[config.mk]
export PLATFORM = sky130hd
export DESIGN_NAME = mp_fifo
export DESIGN_NICKNAME = d
export VERILOG_FILES = /design/src/rtl/mp_fifo_pkg.sv /design/src/rtl/mp_celement.sv /design/src/rtl/mp_data_reg.sv /design/src/rtl/mp_stage.sv /design/src/rtl/mp_fifo.sv
export SDC_FILE = /design/constraint.sdc
export NUM_CORES = 1
export LEC_CHECK = 0
export BUFFER_PORTS_ARGS = -buffer_cell sky130_fd_sc_hd__buf_2
export CAP_MARGIN = 0
export CORE_AREA = 8 8 118 120
export DETAILED_ROUTE_END_ITERATION = 8
export DIE_AREA = 0 0 126 128
export GPL_TIMING_DRIVEN = 0
export HOLD_SLACK_MARGIN = 0.08
export PLACE_DENSITY = 0.65
export REMOVE_ABC_BUFFERS = 1
export SLEW_MARGIN = 25
export SYNTH_ARGS = -nofsm -noshare
export SYNTH_HDL_FRONTEND = slang
export SYNTH_SLANG_ARGS = --single-unit
[constraint.sdc]
create_clock -name clk -period 4.2 [get_ports clk]
set_input_delay 0.21 -clock clk [delete_from_list [all_inputs] [get_ports clk]]
set_output_delay 0.21 -clock clk [all_outputs]
set_load 0.02 [all_outputs]
[src/rtl/mp_fifo_pkg.sv]
package mp_fifo_pkg;

  // Next value of an inverting C-element: follows the non-inverting
  // input when the two inputs disagree, otherwise keeps its state.
  function automatic logic celem_next(input logic a_level,
                                      input logic b_level,
                                      input logic state);
    return (a_level != b_level) ? a_level : state;
  endfunction

  // Two-phase occupancy: a slot holds a word while its request-out
  // differs from the acknowledge returned by the slot after it.
  function automatic logic slot_loaded(input logic req_out,
                                       input logic ack_back);
    return req_out != ack_back;
  endfunction

endpackage

[src/rtl/mp_celement.sv]
module mp_celement
  import mp_fifo_pkg::*;
(
  input  logic clk,
  input  logic rst_n,
  input  logic a_i,
  input  logic b_i,
  output logic q_o,
  output logic fire_o
);

  logic q_next;

  always_comb begin
    q_next = celem_next(a_i, b_i, q_o);
    fire_o = (q_next != q_o);
  end

  always_ff @(posedge clk or negedge rst_n) begin
    if (!rst_n) q_o <= 1'b0;
    else        q_o <= q_next;
  end

endmodule

[src/rtl/mp_data_reg.sv]
module mp_data_reg #(
  parameter int WIDTH = 8
) (
  input  logic             clk,
  input  logic             rst_n,
  input  logic             load_i,
  input  logic [WIDTH-1:0] d_i,
  output logic [WIDTH-1:0] q_o
);

  always_ff @(posedge clk or negedge rst_n) begin
    if (!rst_n)      q_o <= '0;
    else if (load_i) q_o <= d_i;
  end

endmodule

[src/rtl/mp_stage.sv]
module mp_stage
  import mp_fifo_pkg::*;
#(
  parameter int WIDTH = 8
) (
  input  logic             clk,
  input  logic             rst_n,
  input  logic             req_i,
  input  logic [WIDTH-1:0] data_i,
  input  logic             ack_i,
  output logic             req_o,
  output logic [WIDTH-1:0] data_o,
  output logic             fire_o,
  output logic             loaded_o
);

  mp_celement u_celem (
    .clk    (clk),
    .rst_n  (rst_n),
    .a_i    (req_i),
    .b_i    (ack_i),
    .q_o    (req_o),
    .fire_o (fire_o)
  );

  // Data is captured on the same edge the request-out toggles, so the
  // word is already stable when the next slot sees the new request.
  mp_data_reg #(.WIDTH(WIDTH)) u_data (
    .clk    (clk),
    .rst_n  (rst_n),
    .load_i (fire_o),
    .d_i    (data_i),
    .q_o    (data_o)
  );

  always_comb loaded_o = slot_loaded(req_o, ack_i);

endmodule

[src/rtl/mp_fifo.sv]
module mp_fifo
  import mp_fifo_pkg::*;
#(
  parameter int DEPTH = 16,
  parameter int WIDTH = 8
) (
  input  logic             clk,
  input  logic             rst_n,
  input  logic             in_req,
  input  logic [WIDTH-1:0] in_data,
  output logic             in_ack,
  output logic             head_busy,
  output logic             out_req,
  output logic [WIDTH-1:0] out_data,
  input  logic             out_ack,
  output logic             tail_empty
);

  localparam int LAST = DEPTH - 1;

  // req_chain[0] is the producer's request; req_chain[i+1] is the
  // request-out of slot i, which doubles as the acknowledge to slot i-1.
  logic [DEPTH:0]              req_chain;
  logic [DEPTH-1:0]            ack_chain;
  logic [DEPTH-1:0]            fire_vec;
  logic [DEPTH-1:0]            loaded_vec;
  logic [DEPTH-1:0][WIDTH-1:0] din_vec;
  logic [DEPTH-1:0][WIDTH-1:0] data_vec;

  assign req_chain[0] = in_req;

  genvar gi;
  generate
    for (gi = 0; gi < DEPTH; gi++) begin : g_slot
      if (gi == 0) begin : g_head_src
        assign din_vec[gi] = in_data;
      end else begin : g_mid_src
        assign din_vec[gi] = data_vec[gi-1];
      end

      if (gi == LAST) begin : g_tail_ack
        assign ack_chain[gi] = out_ack;
      end else begin : g_mid_ack
        assign ack_chain[gi] = req_chain[gi+2];
      end

      mp_stage #(.WIDTH(WIDTH)) u_stage (
        .clk      (clk),
        .rst_n    (rst_n),
        .req_i    (req_chain[gi]),
        .data_i   (din_vec[gi]),
        .ack_i    (ack_chain[gi]),
        .req_o    (req_chain[gi+1]),
        .data_o   (data_vec[gi]),
        .fire_o   (fire_vec[gi]),
        .loaded_o (loaded_vec[gi])
      );
    end
  endgenerate

  assign in_ack     = req_chain[1];
  assign head_busy  = loaded_vec[0];
  assign out_req    = req_chain[DEPTH];
  assign out_data   = data_vec[LAST];
  assign tail_empty = !loaded_vec[LAST];

endmodule

==> flow_summary_export.csv, run 1 <==
group,metric,value,unit
status,outcome,"finished clean",
floorplan,std_cell_rows,41,
place,pre_cts_ws,2529,ps
setup_path,r2r_start,"g_slot[1].u_stage.u_celem.q_o",
place,port-buffer-count,23,
sta,fmax,603.3,MHz
floorplan,ios,24,
floorplan,dieHeight,128,um
floorplan,core,12210,um^2
finish,regArea,3603,um^2
place,gp_congestion,0.6760,
finish,multiInputGateArea,2121,um^2
clock_network,cts.sinks,144,
global_routing,first_global_vias,3148,
setup_path,path_max_fanout,10,
sta,finClkSkew,6.218,ps
sta,period_needed,1657,ps
setup_path,crit_type,"flip-flop to flip-flop",
finish,syn2layout_area_growth,15.20,%
sta,maxSlewHeadroom,0.6700,
pwr,total_power,5.726,mW
min_path,min_path_type,"input pin to async pin",
route,drt_pass1_iterations,3,
pwr,p_per_area,840.8,nW/um^2
global_routing,grt_max_degree,97,
clock_network,cts-root-buf,"clkbuf_16",
setup_path,arrival,1950,ps
route,drt_wl_total,7467,um
route,drt-initial-drc-count,118,
sta,tns,0,ps
finish,final_common_cell,"dfrtp_1",
clock_network,clock_path_buffers,2,
route,vias,2902,
clock_network,cts_tree,"yes",
synth,syn_area,5912,um^2
route,antenna_left,0,
synth,async_flop_share,1.000,
synth,yosysSeqAreaShare,0.6095,
floorplan,die_w,126,um
finish,fillers,1004,
floorplan,initial_utilization,0.4842,
finish,fin_util,0.5578,
finish,final_cell_count_no_fill,578,
floorplan,dieArea,16130,um^2
route,drcViolationCount,0,
clock_network,cts_setup_buffers,0,
synth,synth_cell_types,32,
sta,final-hold-violation-count,0,
job,cap_viol_max_count,0,
synth,synth-main-ff-cell,"dfrtp_1",
global_routing,overflow,0,
clock_network,holdBufCountCts,11,
synth,synth-seq-cells,144,
sta,layout_setup_ws,2543,ps
sta,tightest_slew,495.0,ps
synth,synth_cells,383,
setup_path,reg2reg_slack,2540,ps
place,dp_hpwl,5005,um
finish,final_nets,427,
pwr,p_leak,2.922,nW
route,vias_per_cell,5.021,
synth,avgSynthCellArea,15.44,um^2
route,wire_per_inst,12.92,um
global_routing,antenna_found_initial,0,
clock_network,numCtsBuffers,17,
finish,drive_above_1_share,0.4860,
clock_network,clkTransAtPathRegs,60,ps
global_routing,grt_pass1_wl,13860,um
clock_network,cts_resized,0,
clock_network,ctsHtreeMaxLevel,4,
setup_path,startpoint_type,"flip-flop",
sta,drv_slew,0,
synth,yosys_warnings,0,
finish,final_cell_mix,"144 x dfrtp_1, 128 x mux2_2, 22 x buf_2, 17 x clkbuf_16, 13 x nor2_1",
clock_network,clock_latency,410,ps
setup_path,worst_setup_path_end_kind,"flip-flop",
pwr,ir_worst_vdd,0.0005391,V
place,post-place-cells,535,
sta,rsz0062_at_grt,"false",
setup_path,required,4490,ps
global_routing,grt_use_total,0.1075,
finish,diodes,0,
synth,synth-edff-count,0,
sta,finalCritPeriodShare,0.3946,
setup_path,rr_endpoint,"g_slot[2].u_stage.u_data.q_o[5]",
setup_path,reg2reg_depth,3,
sta,setup_viol,0,
## per-stage QoR
| step | hold WS [ps] | instance area, um^2 |
|---|---|---|
| floorplan | -85.59 | 5739 |
| global placement | 441.3 | 6042 |
| detailed placement | 136.9 | 6080 |
| CTS | 288.8 | 6810 |
| global route | 314.2 | 6810 |
| finish | 286.2 | 6810 |
## cell type report
| cell class | count | area share |
|---|---|---|
| Tap cell | 150 | 0.02756 |
| Inverter | 4 | 0.002205 |
| Clock inverter | 14 | 0.02811 |
| Multi-Input combinational cell | 213 | 0.3114 |
| Sequential cell | 144 | 0.5291 |
| Timing Repair Buffer | 35 | 0.03858 |
| Clock buffer | 18 | 0.06302 |
## synthesized netlist by cell type (all sizes together), types with 3 or more instances
master / n / share of area
o21ai: 14 / 0.014
nor2b: 6 / 0.0080
nor3b: 6 / 0.011
nand2: 10 / 0.0063
mux2: 128 / 0.24
and3b: 4 / 0.0059
nor2: 13 / 0.0083
buf: 21 / 0.028
inv: 4 / 0.0025
dfrtp: 144 / 0.61
o22ai: 3 / 0.0076
a21oi: 12 / 0.027
nand2b: 8 / 0.011
## power breakdown
group	switching (mW)	internal, mW	leakage (nW)	total [mW]
logic	0.629	1.05	0.927	1.68
registers	0.404	2.09	1.70	2.50
clock network	0.553	0.991	0.292	1.54
total	1.59	4.14	2.92	5.73
## worst max path at each step
stage / startpoint / to / slack, ps / depth (start not counted)
after floorplan: g_slot[1].u_stage.u_celem.q_o / g_slot[2].u_stage.u_data.q_o[0] / 2690 / 3
after global placement: rst_n / g_slot[0].u_stage.u_celem.q_o / 970 / 1
after detailed placement: g_slot[1].u_stage.u_celem.q_o / g_slot[2].u_stage.u_data.q_o[5] / 2530 / 3
after CTS: g_slot[1].u_stage.u_celem.q_o / g_slot[2].u_stage.u_data.q_o[5] / 2520 / 3
after global routing: g_slot[1].u_stage.u_celem.q_o / g_slot[2].u_stage.u_data.q_o[7] / 2420 / 3
final: g_slot[1].u_stage.u_celem.q_o / g_slot[2].u_stage.u_data.q_o[5] / 2540 / 3
## layer usage
layer  vias to the layer above  track usage  part of all wire
li1                       1400            -                 -
met1                      1447       0.1106              0.43
met2                        41       0.1859              0.51
met3                        14      0.04742             0.042
met4                         0      0.04954             0.018
met5                         -            0                 0
## registers in the layout (all words and copies together) (netlist names)
signal,flops
g_slot.u_stage.u_data.q_o,128
g_slot.u_stage.u_celem.q_o,16
## cell families (layout without fill, tap and decap cells)
family,count (synthesis),in the layout,synth area share
buffers and inverters,26,71,0.03174
adders and majority gates,2,2,0.003386
AOI/OAI and AO/OA,29,29,0.04868
DFF,144,144,0.6095
muxes,129,129,0.2476
xor gates and xnor gates,2,2,0.002964
and+or+nand+nor,51,51,0.05608
## worst max-delay path, stage by stage (launching register included)
cell and delay (ps):
dfrtp_1 650, and3b_1 260, a21oi_4 260, mux2_2 370
(Power assumes the default switching activity.)
==> run 2, diff against run 1 <==
--- a/config.mk
+++ b/config.mk
@@ -12,7 +12,7 @@
 export DIE_AREA = 0 0 126 128
 export GPL_TIMING_DRIVEN = 0
 export HOLD_SLACK_MARGIN = 0.08
-export PLACE_DENSITY = 0.65
+export PLACE_DENSITY = 0.68
 export REMOVE_ABC_BUFFERS = 1
 export SLEW_MARGIN = 25
 export SYNTH_ARGS = -nofsm -noshare
==> constraint.sdc (replaced) <==
create_clock -name clk -period 1.5 [get_ports clk]
set_input_delay 0.075 -clock clk [delete_from_list [all_inputs] [get_ports clk]]
set_output_delay 0.075 -clock clk [all_outputs]
set_load 0.02 [all_outputs]
==> run 2 against run 1 <==
Compared with the run above: first-iteration DRC count shrank 5.9%; worst hold slack lost 31 ps; design area grew 4.3%; wire length grew 14%; clock power grew to 2.7 times the previous value; cell count grew 4.0%; fmax grew 14%; global-route usage grew 0.94 points; sequential share of layout area shrank 1.9 points; via count grew 4.8%; combinational power grew to 3.4 times the previous value; critical path type unchanged; largest cell class unchanged.
==> flow_summary_export.csv, run 2 (synthesis gave the netlist of run 1 again) <==
group,metric,value,unit
status,outcome,"finished clean",
global_routing,grt_max_degree,82,
sta,finalCritPeriodShare,0.9714,
place,post-place-cells,535,
floorplan,initial_utilization,0.4842,
floorplan,core,12210,um^2
sta,final-hold-violation-count,0,
finish,final_nets,450,
route,antenna_left,0,
sta,maxSlewHeadroom,0.6053,
setup_path,startpoint_type,"flip-flop",
setup_path,critPathTopFamily,"flip-flops",
setup_path,crit_buf_inv,0,
global_routing,antenna_found_initial,0,
route,drcViolationCount,0,
clock_network,clock_path_buffers,2,
setup_path,cp_cell_sequence,"and3b_2 > a21oi_4 > mux2_2",
pwr,p_leak,3.065,nW
setup_path,crit_type,"flip-flop to flip-flop",
route,wire_per_inst,14.11,um
clock_network,numCtsBuffers,17,
pwr,pwr-share-clk,0.245,
clock_network,clock_latency,410,ps
setup_path,slowest_stage,"dfrtp_2",
route,top_layer_used,"met4",
place,port-buffer-count,23,
sta,finClkSkew,4.935,ps
pwr,p_seq_frac,0.419,
finish,diodes,0,
floorplan,std_cell_rows,41,
floorplan,ios,24,
pwr,ir_worst_vdd,0.001649,V
pwr,p_sw,4.653,mW
finish,drive_above_1_share,0.5410,
setup_path,required,1790,ps
pwr,switching_share,0.2776,
pwr,pwr-share-comb,0.336,
clock_network,clkTransAtPathRegs,50,ps
clock_network,cts-root-buf,"clkbuf_16",
sta,drv_slew,0,
finish,largest-register,"g_slot.u_stage.u_data.q_o",
sta,period_needed,1457,ps
global_routing,overflow,0,
floorplan,dieHeight,128,um
sta,tightest_slew,592.0,ps
clock_network,cts.sinks,144,
finish,largest_register_ffs,128,
route,drt-initial-drc-count,111,
pwr,p_int,12.11,mW
place,gp_congestion,0.6380,
sta,layout_setup_ws,42.91,ps
floorplan,dieArea,16130,um^2
min_path,min_path_type,"input pin to async pin",
finish,syn2layout_area_growth,20.19,%
job,cap_viol_max_count,0,
global_routing,grt_use_total,0.1170,
pwr,total_power,16.76,mW
place,placed_area,6080,um^2
finish,final_common_cell,"dfrtp_1",
sta,tns,0,ps
place,dp_hpwl,5286,um
sta,setup_viol,0,
pwr,p_per_area,2359,nW/um^2
route,wl_met1,3420,um
global_routing,first_global_vias,3252,
route,vias,3041,
sta,fmax,686.3,MHz
finish,final_cell_mix,"128 x dfrtp_1, 127 x mux2_2, 21 x buf_2, 17 x clkbuf_16, 16 x dfrtp_2",
route,routed-wl-met3,317,um
clock_network,ctsHtreeMaxLevel,4,
place,pre_cts_ws,-192.8,ps
route,drt_pass1_iterations,3,
finish,top_regs,"g_slot.u_stage.u_data.q_o x128, g_slot.u_stage.u_celem.q_o x16",
route,vias_per_cell,5.060,
finish,finalInstanceArea,7106,um^2
floorplan,die_w,126,um
sta,rsz0062_at_grt,"true",
setup_path,worst_setup_path_end_kind,"flip-flop",
route,drt_wl_total,8481,um
route,wl_met2,4641,um
setup_path,cp_slowest_stage_delay,450,ps
setup_path,arrival,1750,ps
setup_path,path_max_fanout,8,
global_routing,grt_pass1_wl,14950,um
finish,final_cell_count_no_fill,601,
clock_network,cts_tree,"yes",
-- run 2: changes by cell type in the layout (fill, tap and decap cells not counted), sizes merged --
| cell | change |
|---|---|
| clkinv | -3 |
| clkbuf | +10 |
| buf | +22 |
| clkinvlp | -4 |
| bufinv | -2 |
-- run 2: timing repair --
action | CTS | global route
setup endpoints to repair | 129 | 103
endpoints found under the hold margin | 90 | 0
pin swaps | 3 | 6
gates resized for setup | 13 | 10
setup buffers | 8 | 15
hold buffers | 11 | 0
-- run 2: worst paths after layout --
kind | from | end | slack, ps | depth (start not counted)
worst max register to register | g_slot[9].u_stage.u_celem.q_o | g_slot[10].u_stage.u_data.q_o[6] | 40 | 3
worst max-delay path | g_slot[9].u_stage.u_celem.q_o | g_slot[10].u_stage.u_data.q_o[6] | 40 | 3
worst min-delay path | rst_n | g_slot[14].u_stage.u_data.q_o[6] | 260 | 2
max in group asynchronous | rst_n | g_slot[0].u_stage.u_celem.q_o | 520 | 3
worst min register to register | g_slot[4].u_stage.u_data.q_o[7] | g_slot[5].u_stage.u_data.q_o[7] | 490 | 1
min in group clk | in_data[6] | g_slot[0].u_stage.u_data.q_o[6] | 430 | 3
-- run 2: area by class of cell --
class | instances | area, um^2
Clock buffer | 27 | 513.0
Tap cell | 150 | 187.7
Timing Repair Buffer | 58 | 535.5
Fill cell | 953 | 5104
Sequential cell | 144 | 3623
Clock inverter | 5 | 75.07
Inverter | 4 | 15.01
Multi-Input combinational cell | 213 | 2156
-- run 2: power groups by stage --
stage                     logic, mW  clock network, mW  registers [mW]
after floorplan                3.90                  0            6.94
after global placement         4.60                  0            7.00
after detailed placement       4.85                  0            7.14
after CTS                      5.41               4.22            7.11
after global routing           6.16               4.36            7.34
final                          5.64               4.11            7.02
-- run 2: per-stage QoR --
stage | util | hold slack, ps
final | 0.5820 | 255.3
after global routing | 0.5820 | 302.1
after CTS | 0.5706 | 263.0
after detailed placement | 0.4980 | 105.6
after global placement | 0.4949 | 306.5
after floorplan | - | -220.6
-- run 2: routing by layer --
layer	vias up	GRT usage
met1	1544	0.1178
met3	12	0.04534
met2	37	0.2102
met5	-	0
li1	1448	-
met4	0	0.05308
